$ cat src/rtl/rtc_cal_pkg.sv
package rtc_cal_pkg;

  localparam int ADDR_W = 4;

  localparam logic [ADDR_W-1:0] IX_SEC  = 4'd0;
  localparam logic [ADDR_W-1:0] IX_MIN  = 4'd1;
  localparam logic [ADDR_W-1:0] IX_HOUR = 4'd2;
  localparam logic [ADDR_W-1:0] IX_DOW  = 4'd3;
  localparam logic [ADDR_W-1:0] IX_DOM  = 4'd4;
  localparam logic [ADDR_W-1:0] IX_MON  = 4'd5;
  localparam logic [ADDR_W-1:0] IX_YEAR = 4'd6;
  localparam logic [ADDR_W-1:0] IX_CENT = 4'd7;
  localparam logic [ADDR_W-1:0] IX_CTLA = 4'd8;
  localparam logic [ADDR_W-1:0] IX_CTLB = 4'd9;
  localparam logic [ADDR_W-1:0] IX_STSD = 4'd10;

  localparam logic [7:0] CTLA_RST = 8'h26;
  localparam logic [7:0] CTLB_RST = 8'h02;
  localparam logic [7:0] STSD_VAL = 8'h80;

  typedef struct packed {
    logic [7:0] cent;
    logic [7:0] year;
    logic [7:0] mon;
    logic [7:0] dom;
    logic [7:0] dow;
    logic [7:0] hour;
    logic [7:0] min;
    logic [7:0] sec;
  } rtc_time_t;

  // Decode a stored field to its numeric value (binary or packed BCD).
  function automatic logic [6:0] field_to_bin(input logic [7:0] v, input logic bin_mode);
    logic [6:0] t;
    t = 7'(v[7:4]) * 7'd10 + 7'(v[3:0]);
    return bin_mode ? v[6:0] : t;
  endfunction

  // Encode a numeric value back into the selected field coding.
  function automatic logic [7:0] bin_to_field(input logic [6:0] n, input logic bin_mode);
    logic [6:0] tens;
    logic [6:0] ones;
    tens = n / 7'd10;
    ones = n % 7'd10;
    return bin_mode ? {1'b0, n} : {tens[3:0], ones[3:0]};
  endfunction

  function automatic logic [6:0] days_in_month(input logic [6:0] mon, input logic [6:0] yr);
    case (mon)
      7'd2:                    return (yr[1:0] == 2'b00) ? 7'd29 : 7'd28;
      7'd4, 7'd6, 7'd9, 7'd11: return 7'd30;
      default:                 return 7'd31;
    endcase
  endfunction

endpackage

$ cat src/rtl/rtc_prescaler.sv
module rtc_prescaler #(
  parameter int DIV_W     = 15,
  parameter int UIP_TICKS = 8
) (
  input  logic clk,
  input  logic rst_n,
  input  logic tick,
  input  logic count_en,
  input  logic hold,
  input  logic load_half,
  output logic uip_win,
  output logic roll
);

  localparam logic [DIV_W-1:0] PH_MAX   = {DIV_W{1'b1}};
  localparam logic [DIV_W-1:0] PH_HALF  = {1'b1, {(DIV_W-1){1'b0}}};
  localparam logic [DIV_W-1:0] PH_UIP   = PH_MAX - DIV_W'(UIP_TICKS - 1);

  logic [DIV_W-1:0] phase_q, phase_d;
  logic             phase_en;

  always_comb begin
    phase_en = load_half | hold | (tick & count_en);
    if (load_half)   phase_d = PH_HALF;
    else if (hold)   phase_d = '0;
    else             phase_d = phase_q + 1'b1;
  end

  always_ff @(posedge clk or negedge rst_n) begin
    if (!rst_n)        phase_q <= '0;
    else if (phase_en) phase_q <= phase_d;
  end

  assign roll    = tick & count_en & ~hold & ~load_half & (phase_q == PH_MAX);
  assign uip_win = (phase_q >= PH_UIP);

  // every roll of the second falls inside the UIP window
  assert_roll_in_window_R1: assert property (@(posedge clk) disable iff (!rst_n)
    roll |-> uip_win);

  // the update strobe never lasts two cycles
  assert_roll_single_R9: assert property (@(posedge clk) disable iff (!rst_n)
    roll |=> !roll);

endmodule

$ cat src/rtl/rtc_cal_step.sv
module rtc_cal_step
  import rtc_cal_pkg::*;
(
  input  rtc_time_t cur,
  input  logic      bin_mode,
  input  logic      h24,
  output rtc_time_t nxt
);

  logic [6:0] s, m, h, raw_h, dw, dm, mo, y, c, dim;
  logic [6:0] s_n, m_n, h_n, h12, dw_n, dm_n, mo_n, y_n, c_n;
  logic       c_min, c_hr, c_day, c_mon, c_yr, c_cen;

  always_comb begin
    s     = field_to_bin(cur.sec, bin_mode);
    m     = field_to_bin(cur.min, bin_mode);
    raw_h = field_to_bin({1'b0, cur.hour[6:0]}, bin_mode);
    h     = h24 ? raw_h : ((raw_h % 7'd12) + (cur.hour[7] ? 7'd12 : 7'd0));
    dw    = field_to_bin(cur.dow, bin_mode);
    dm    = field_to_bin(cur.dom, bin_mode);
    mo    = field_to_bin(cur.mon, bin_mode);
    y     = field_to_bin(cur.year, bin_mode);
    c     = field_to_bin(cur.cent, bin_mode);
    dim   = days_in_month(mo, y);

    c_min = (s >= 7'd59);
    s_n   = c_min ? 7'd0 : s + 7'd1;
    c_hr  = c_min & (m >= 7'd59);
    m_n   = (m >= 7'd59) ? 7'd0 : m + 7'd1;
    c_day = c_hr & (h >= 7'd23);
    h_n   = (h >= 7'd23) ? 7'd0 : h + 7'd1;
    dw_n  = (dw >= 7'd7) ? 7'd1 : dw + 7'd1;
    c_mon = c_day & (dm >= dim);
    dm_n  = (dm >= dim) ? 7'd1 : dm + 7'd1;
    c_yr  = c_mon & (mo >= 7'd12);
    mo_n  = (mo >= 7'd12) ? 7'd1 : mo + 7'd1;
    c_cen = c_yr & (y >= 7'd99);
    y_n   = (y >= 7'd99) ? 7'd0 : y + 7'd1;
    c_n   = (c >= 7'd99) ? 7'd0 : c + 7'd1;
    h12   = ((h_n % 7'd12) == 7'd0) ? 7'd12 : (h_n % 7'd12);

    nxt      = cur;
    nxt.sec  = bin_to_field(s_n, bin_mode);
    if (c_min) nxt.min = bin_to_field(m_n, bin_mode);
    if (c_hr) begin
      if (h24) nxt.hour = bin_to_field(h_n, bin_mode);
      else     nxt.hour = bin_to_field(h12, bin_mode) | ((h_n >= 7'd12) ? 8'h80 : 8'h00);
    end
    if (c_day) begin
      nxt.dow = bin_to_field(dw_n, bin_mode);
      nxt.dom = bin_to_field(dm_n, bin_mode);
    end
    if (c_mon) nxt.mon  = bin_to_field(mo_n, bin_mode);
    if (c_yr)  nxt.year = bin_to_field(y_n, bin_mode);
    if (c_cen) nxt.cent = bin_to_field(c_n, bin_mode);
  end

endmodule

$ cat src/rtl/rtc_calendar.sv
module rtc_calendar
  import rtc_cal_pkg::*;
#(
  parameter int DIV_W     = 15,
  parameter int UIP_TICKS = 8
) (
  input  logic              clk,
  input  logic              rst_n,
  input  logic              tick_32k,
  input  logic              wr_en,
  input  logic [ADDR_W-1:0] wr_addr,
  input  logic [7:0]        wr_data,
  input  logic [ADDR_W-1:0] rd_addr,
  output logic [7:0]        rd_data,
  output logic              uip_o,
  output logic              update_o
);

  localparam rtc_time_t TIME_RST = '{cent: 8'h20, year: 8'h00, mon: 8'h01, dom: 8'h01,
                                      dow: 8'h01, hour: 8'h00, min: 8'h00, sec: 8'h00};

  // reset synchronizer: assert asynchronously, release on the clock
  logic [1:0] rst_sync_q;
  logic       rst_ni;

  always_ff @(posedge clk or negedge rst_n) begin
    if (!rst_n) rst_sync_q <= 2'b00;
    else        rst_sync_q <= {rst_sync_q[0], 1'b1};
  end
  assign rst_ni = rst_sync_q[1];

  rtc_time_t  time_q, time_d, time_step;
  logic [6:0] ctla_q, ctla_d;
  logic [7:0] ctlb_q, ctlb_d;
  logic       time_en, ctla_en, ctlb_en;
  logic       wr_time, wr_a, wr_b;
  logic       div_hold, div_count, frozen, running;
  logic       load_half, uip_win, roll;

  assign div_hold  = (ctla_q[6:5] == 2'b11);
  assign div_count = (ctla_q[6:4] <= 3'd2);
  assign frozen    = ctlb_q[7];
  assign running   = div_count & ~frozen;

  assign wr_time   = wr_en & (wr_addr <= IX_CENT);
  assign wr_a      = wr_en & (wr_addr == IX_CTLA);
  assign wr_b      = wr_en & (wr_addr == IX_CTLB);
  assign load_half = wr_a & div_hold & (wr_data[6:4] <= 3'd2);

  rtc_prescaler #(.DIV_W(DIV_W), .UIP_TICKS(UIP_TICKS)) u_presc (
    .clk       (clk),
    .rst_n     (rst_ni),
    .tick      (tick_32k),
    .count_en  (div_count),
    .hold      (div_hold),
    .load_half (load_half),
    .uip_win   (uip_win),
    .roll      (roll)
  );

  rtc_cal_step u_step (
    .cur      (time_q),
    .bin_mode (ctlb_q[2]),
    .h24      (ctlb_q[1]),
    .nxt      (time_step)
  );

  assign update_o = roll & ~frozen;
  assign uip_o    = uip_win & running;

  // next state: update first, host write to a field overrides it
  always_comb begin
    time_en = update_o | wr_time;
    time_d  = update_o ? time_step : time_q;
    if (wr_time) begin
      case (wr_addr)
        IX_SEC:  time_d.sec  = wr_data;
        IX_MIN:  time_d.min  = wr_data;
        IX_HOUR: time_d.hour = wr_data;
        IX_DOW:  time_d.dow  = wr_data;
        IX_DOM:  time_d.dom  = wr_data;
        IX_MON:  time_d.mon  = wr_data;
        IX_YEAR: time_d.year = wr_data;
        default: time_d.cent = wr_data;
      endcase
    end
    ctla_en = wr_a;
    ctla_d  = wr_data[6:0];
    ctlb_en = wr_b;
    ctlb_d  = wr_data[7] ? (wr_data & 8'hEF) : wr_data;
  end

  always_ff @(posedge clk or negedge rst_ni) begin
    if (!rst_ni) begin
      time_q <= TIME_RST;
      ctla_q <= CTLA_RST[6:0];
      ctlb_q <= CTLB_RST;
    end else begin
      if (time_en) time_q <= time_d;
      if (ctla_en) ctla_q <= ctla_d;
      if (ctlb_en) ctlb_q <= ctlb_d;
    end
  end

  always_comb begin
    case (rd_addr)
      IX_SEC:  rd_data = time_q.sec;
      IX_MIN:  rd_data = time_q.min;
      IX_HOUR: rd_data = time_q.hour;
      IX_DOW:  rd_data = time_q.dow;
      IX_DOM:  rd_data = time_q.dom;
      IX_MON:  rd_data = time_q.mon;
      IX_YEAR: rd_data = time_q.year;
      IX_CENT: rd_data = time_q.cent;
      IX_CTLA: rd_data = {uip_o, ctla_q};
      IX_CTLB: rd_data = ctlb_q;
      IX_STSD: rd_data = STSD_VAL;
      default: rd_data = 8'h00;
    endcase
  end

  // a freezing write leaves the update-interrupt enable cleared
  assert_set_clears_uie_R2: assert property (@(posedge clk) disable iff (!rst_ni)
    (wr_b && wr_data[7]) |=> !ctlb_q[4]);

  // a held divider produces neither an update nor a UIP status
  assert_hold_quiet_R3: assert property (@(posedge clk) disable iff (!rst_ni)
    div_hold |-> (!update_o && !uip_o));

  // seconds move only on an update pulse or a host write
  assert_sec_hold_R9: assert property (@(posedge clk) disable iff (!rst_ni)
    (!update_o && !(wr_en && wr_addr == IX_SEC)) |=> $stable(time_q.sec));

  // the update pulse is seen with UIP still high
  assert_update_in_uip_R1: assert property (@(posedge clk) disable iff (!rst_ni)
    update_o |-> uip_o);

endmodule

$ cat config.mk
export PLATFORM = sky130hd
export DESIGN_NAME = rtc_calendar
export DESIGN_NICKNAME = d
export VERILOG_FILES = /design/src/rtl/rtc_cal_pkg.sv /design/src/rtl/rtc_prescaler.sv /design/src/rtl/rtc_cal_step.sv /design/src/rtl/rtc_calendar.sv
export SDC_FILE = /design/constraint.sdc
export NUM_CORES = 1
export LEC_CHECK = 0
export BUFFER_PORTS_ARGS = -buffer_cell sky130_fd_sc_hd__buf_2
export CAP_MARGIN = 40
export CORE_MARGIN = 1.5
export CORE_UTILIZATION = 44
export DETAILED_ROUTE_END_ITERATION = 6
export GPL_ROUTABILITY_DRIVEN = 1
export GPL_TIMING_DRIVEN = 0
export PLACE_DENSITY = 0.58
export SYNTH_ARGS = -nofsm -noshare
export SYNTH_HDL_FRONTEND = slang
export SYNTH_HIERARCHICAL = 1
export SYNTH_SLANG_ARGS = --single-unit
$ cat constraint.sdc
create_clock -name clk -period 2.6 [get_ports clk]
set_input_delay 0.26 -clock clk [delete_from_list [all_inputs] [get_ports clk]]
set_output_delay 0.26 -clock clk [all_outputs]
set_load 0.005 [all_outputs]
==> flow_summary.yaml <==
yosys:
  syn_avg_cell_area_um2: 8.08
  ys_seq_area_share_pct: 20.3
  async_reset_ff_share_pct: 100
  synth_top_cells_by_count: "190 x nand2_1, 101 x o21ai_0, 95 x nor2_1, 89 x mux2i_1, 88 x dfrtp_1"
  synth-main-ff-cell: "dfrtp_1"
  synth_cells: 1471
  ys_ff_latch: 96
  yosysWarnings: 6
  synth_edf_count: 0
  synth_cell_type_count: 118
  synth_area_um2: 11900
  yosys-top-cells-area: "dfrtp_1 19%, ha_1 8.0%, mux2i_1 7.5%"
  synth_most_common_cell: "nand2_1"
  yosys.area.top_type: "dfrtp_1"
  netlist.area_leader.share_pct: 18.5
  synth_nets: 1583
setup_path:
  critical_path.top_delay_family: "compound AO/OA/AOI/OAI gates"
  slowest_stage: "dfrtp_2"
  path_buf_inv: 2
  crit_arrival_ns: 5.80
  timing.critical_path.mode_cell: "ha_4"
  critPathLaunchType: "register"
  required_ns: 2.84
  cp-end-kind: "register"
  critPathMaxFanout: 5
  worstSetupPathType: "reg -> reg"
  slowest_delay_ns: 0.46
clock_network:
  clockRootBuffer: "clkbuf_16"
  clkLatencyLatePin_ns: 0.35
  path_clk_slew_ns: 0.07
  tritoncts: "built"
  cts-buffers-inserted: 9
  h-tree-depth: 3
  cts.sinks: 96
  clockBufferDepth: 2
cells_and_area:
  n_antenna_cell: 0
  finalInstanceArea_um2: 15500
  area_delta_synth_final_pct: 30.7
  final_cells: 1987
  drive_gt1_share_pct: 31.2
  layout.nets: 1759
global_route:
  gr-usage-met2_pct: 50.0
  grt_max_degree: 52
  busiest_layer: "met2"
  overflow: 0
  grt_first_pass_wirelength_um: 66300
  grt_pass1_vias: 11600
  grt_use_met3_pct: 2.84
  antenna_found_initial: 2
  grtUsageTotal_pct: 30.0
  grtUsageMet1_pct: 40.9
sta:
  finalHoldViolCount: 0
  finClkSkew_ns: 0.00920
  slew_headroom_pct: 35.1
  period_share_pct: 214
  tightest_slew_ns: 0.973
  setup_ws_ns: -2.96
  max_freq_mhz: 180
  report.final.slew_viol_count: 0
  finalSetupViolCount: 63
  rsz0062_at_grt: "yes"
  period_needed_ns: 5.56
floorplan:
  ios: 30
  die_w_um: 167
  die-area_um2: 28000
  num_rows: 59
  initial_core_util_pct: 45.2
  die_h_um: 167
  coreArea_um2: 26300
flow_run:
  drv_cap: 0
place:
  hpwl_um: 30500
  io_buffer_count: 23
  dp.cells: 1840
  placed_area_um2: 13000
  pre_cts_ws_ns: -3.66
  globalplace.congestion: 0.936
drt:
  dr.first_iter.drc_count: 884
  vias: 12300
  wl_per_cell_um: 21.7
  ant_nets: 0
  first_pass_iters: 5
  post-route-drc-count: 0
  viasPerCell: 6.21
  finalWirelength_um: 43200
outcome:
  violations: "setup timing"
  outcome: "finished with violations"
power:
  leakage_uw: 0.00629
  powerDensity_nw_per_um2: 1170
  irDropWorstVdd_mv: 0.928
min_path:
  hp-class: "in -> reg"
==> registers in the layout (all words and copies together), names as in the netlist <==
register and count:
time_q 64, ctla_q 7, u_presc/phase_q 15, rst_sync_q 2, ctlb_q 8
==> metal layers <==
layer  vias up  routed length (µm)  part of all wire [%]
li1       5809                   -                     -
met1      6093               19400                    45
met2       381               20300                    47
met3        63                2140                   4.9
met4         0                1290                   3.0
met5         -                   0                     0
==> kinds of logic (layout without fill, tap and decap cells) <==
logic type                 count (synthesis)  count (layout)  share of synthesized area (%)
and+or+nand+nor                          554             554                           23.1
AOI/OAI and AO/OA                        408             408                           24.1
muxes                                    129             129                           11.8
buffers and inverters                    124             305                           4.96
DFF                                       96              96                           20.3
adders and majority gates                 94              94                           10.9
xor gates and xnor gates                  64              64                           4.84
other                                      2               2                         0.0632
==> power breakdown <==
group	switching, µW	internal [µW]
combinational	8000	6520
sequential	599	1820
clock	622	683
total	9220	9030
==> cell type report <==
cell class              count  area (µm²)
well taps                 335         419
clock inverters             5        40.0
clock buffers              11         243
flip-flops and latches     96        2440
repair buffers            170        1470
multi-input cells        1251       10200
plain buffers              80         623
inverters                  39         146
fillers                  2357       10800
==> worst register-to-register path: cells and delay by family, from the launching register on <==
family | cells | cell delay, ns
compound gates | 14 | 2.56
xor+xnor | 1 | 0.20
fa+ha+maj | 5 | 1.30
buf+inv | 2 | 0.17
flops | 1 | 0.46
mux | 1 | 0.16
simple gates | 5 | 0.60
==> placed cells by master (no fill, tap or decap), types with 16 or more instances in the layout <==
| master | instances |
|---|---|
| dfrtp_2 | 18 |
| clkbuf_1 | 31 |
| buf_2 | 36 |
| a21o_1 | 17 |
| nand3_1 | 56 |
| nand2_1 | 175 |
| and2_1 | 22 |
| a31oi_1 | 23 |
| inv_1 | 34 |
| o21ai_1 | 71 |
| mux2_2 | 24 |
| nor3_1 | 26 |
| dfrtp_1 | 69 |
| xnor2_1 | 25 |
| nor2b_1 | 16 |
| nor2_1 | 82 |
| buf_6 | 35 |
| xor2_1 | 28 |
| buf_4 | 113 |
| o21ai_0 | 38 |
| mux2i_1 | 86 |
| nand2b_1 | 16 |
| nand4_1 | 17 |
| a21oi_1 | 45 |
| ha_1 | 54 |
==> stage by stage <==
step	hold WS (ns)	setup TNS, ns	power (µW)	utilization (%)
floorplan	-0.0356	-102.89	10700	-
global placement	0.0456	-160.74	13000	48.8
detailed placement	0.0466	-159.98	13100	49.3
CTS	0.162	-124.69	16400	55.4
global route	0.181	-141.05	19500	59.1
finish	0.165	-129.79	18200	59.1
==> timing repair <==
item | CTS | global route
gates resized for setup | 184 | 135
cloned | 0 | 4
endpoints found under the setup margin | 65 | 65
hold buffers | 1 | 0
buffers inserted | 81 | 55
pin swaps | 53 | 60
endpoints found under the hold margin | 2 | 0
==> final timing paths <==
| path | start | end | slack [ns] | cells after the start |
|---|---|---|---|---|
| hold / removal | wr_data[4] | time_q[52] | 0.17 | 3 |
| hold reg to reg | rst_sync_q[0] | rst_sync_q[1] | 0.36 | 0 |
| max in group asynchronous | rst_sync_q[1] | ctla_q[2] | 1.47 | 1 |
| setup / recovery | time_q[20] | time_q[18] | -2.96 | 28 |
| min in group asynchronous | rst_n | rst_sync_q[1] | 0.22 | 2 |
| setup reg to reg | time_q[20] | time_q[18] | -2.96 | 28 |
Power figures use the tool's default switching activity.
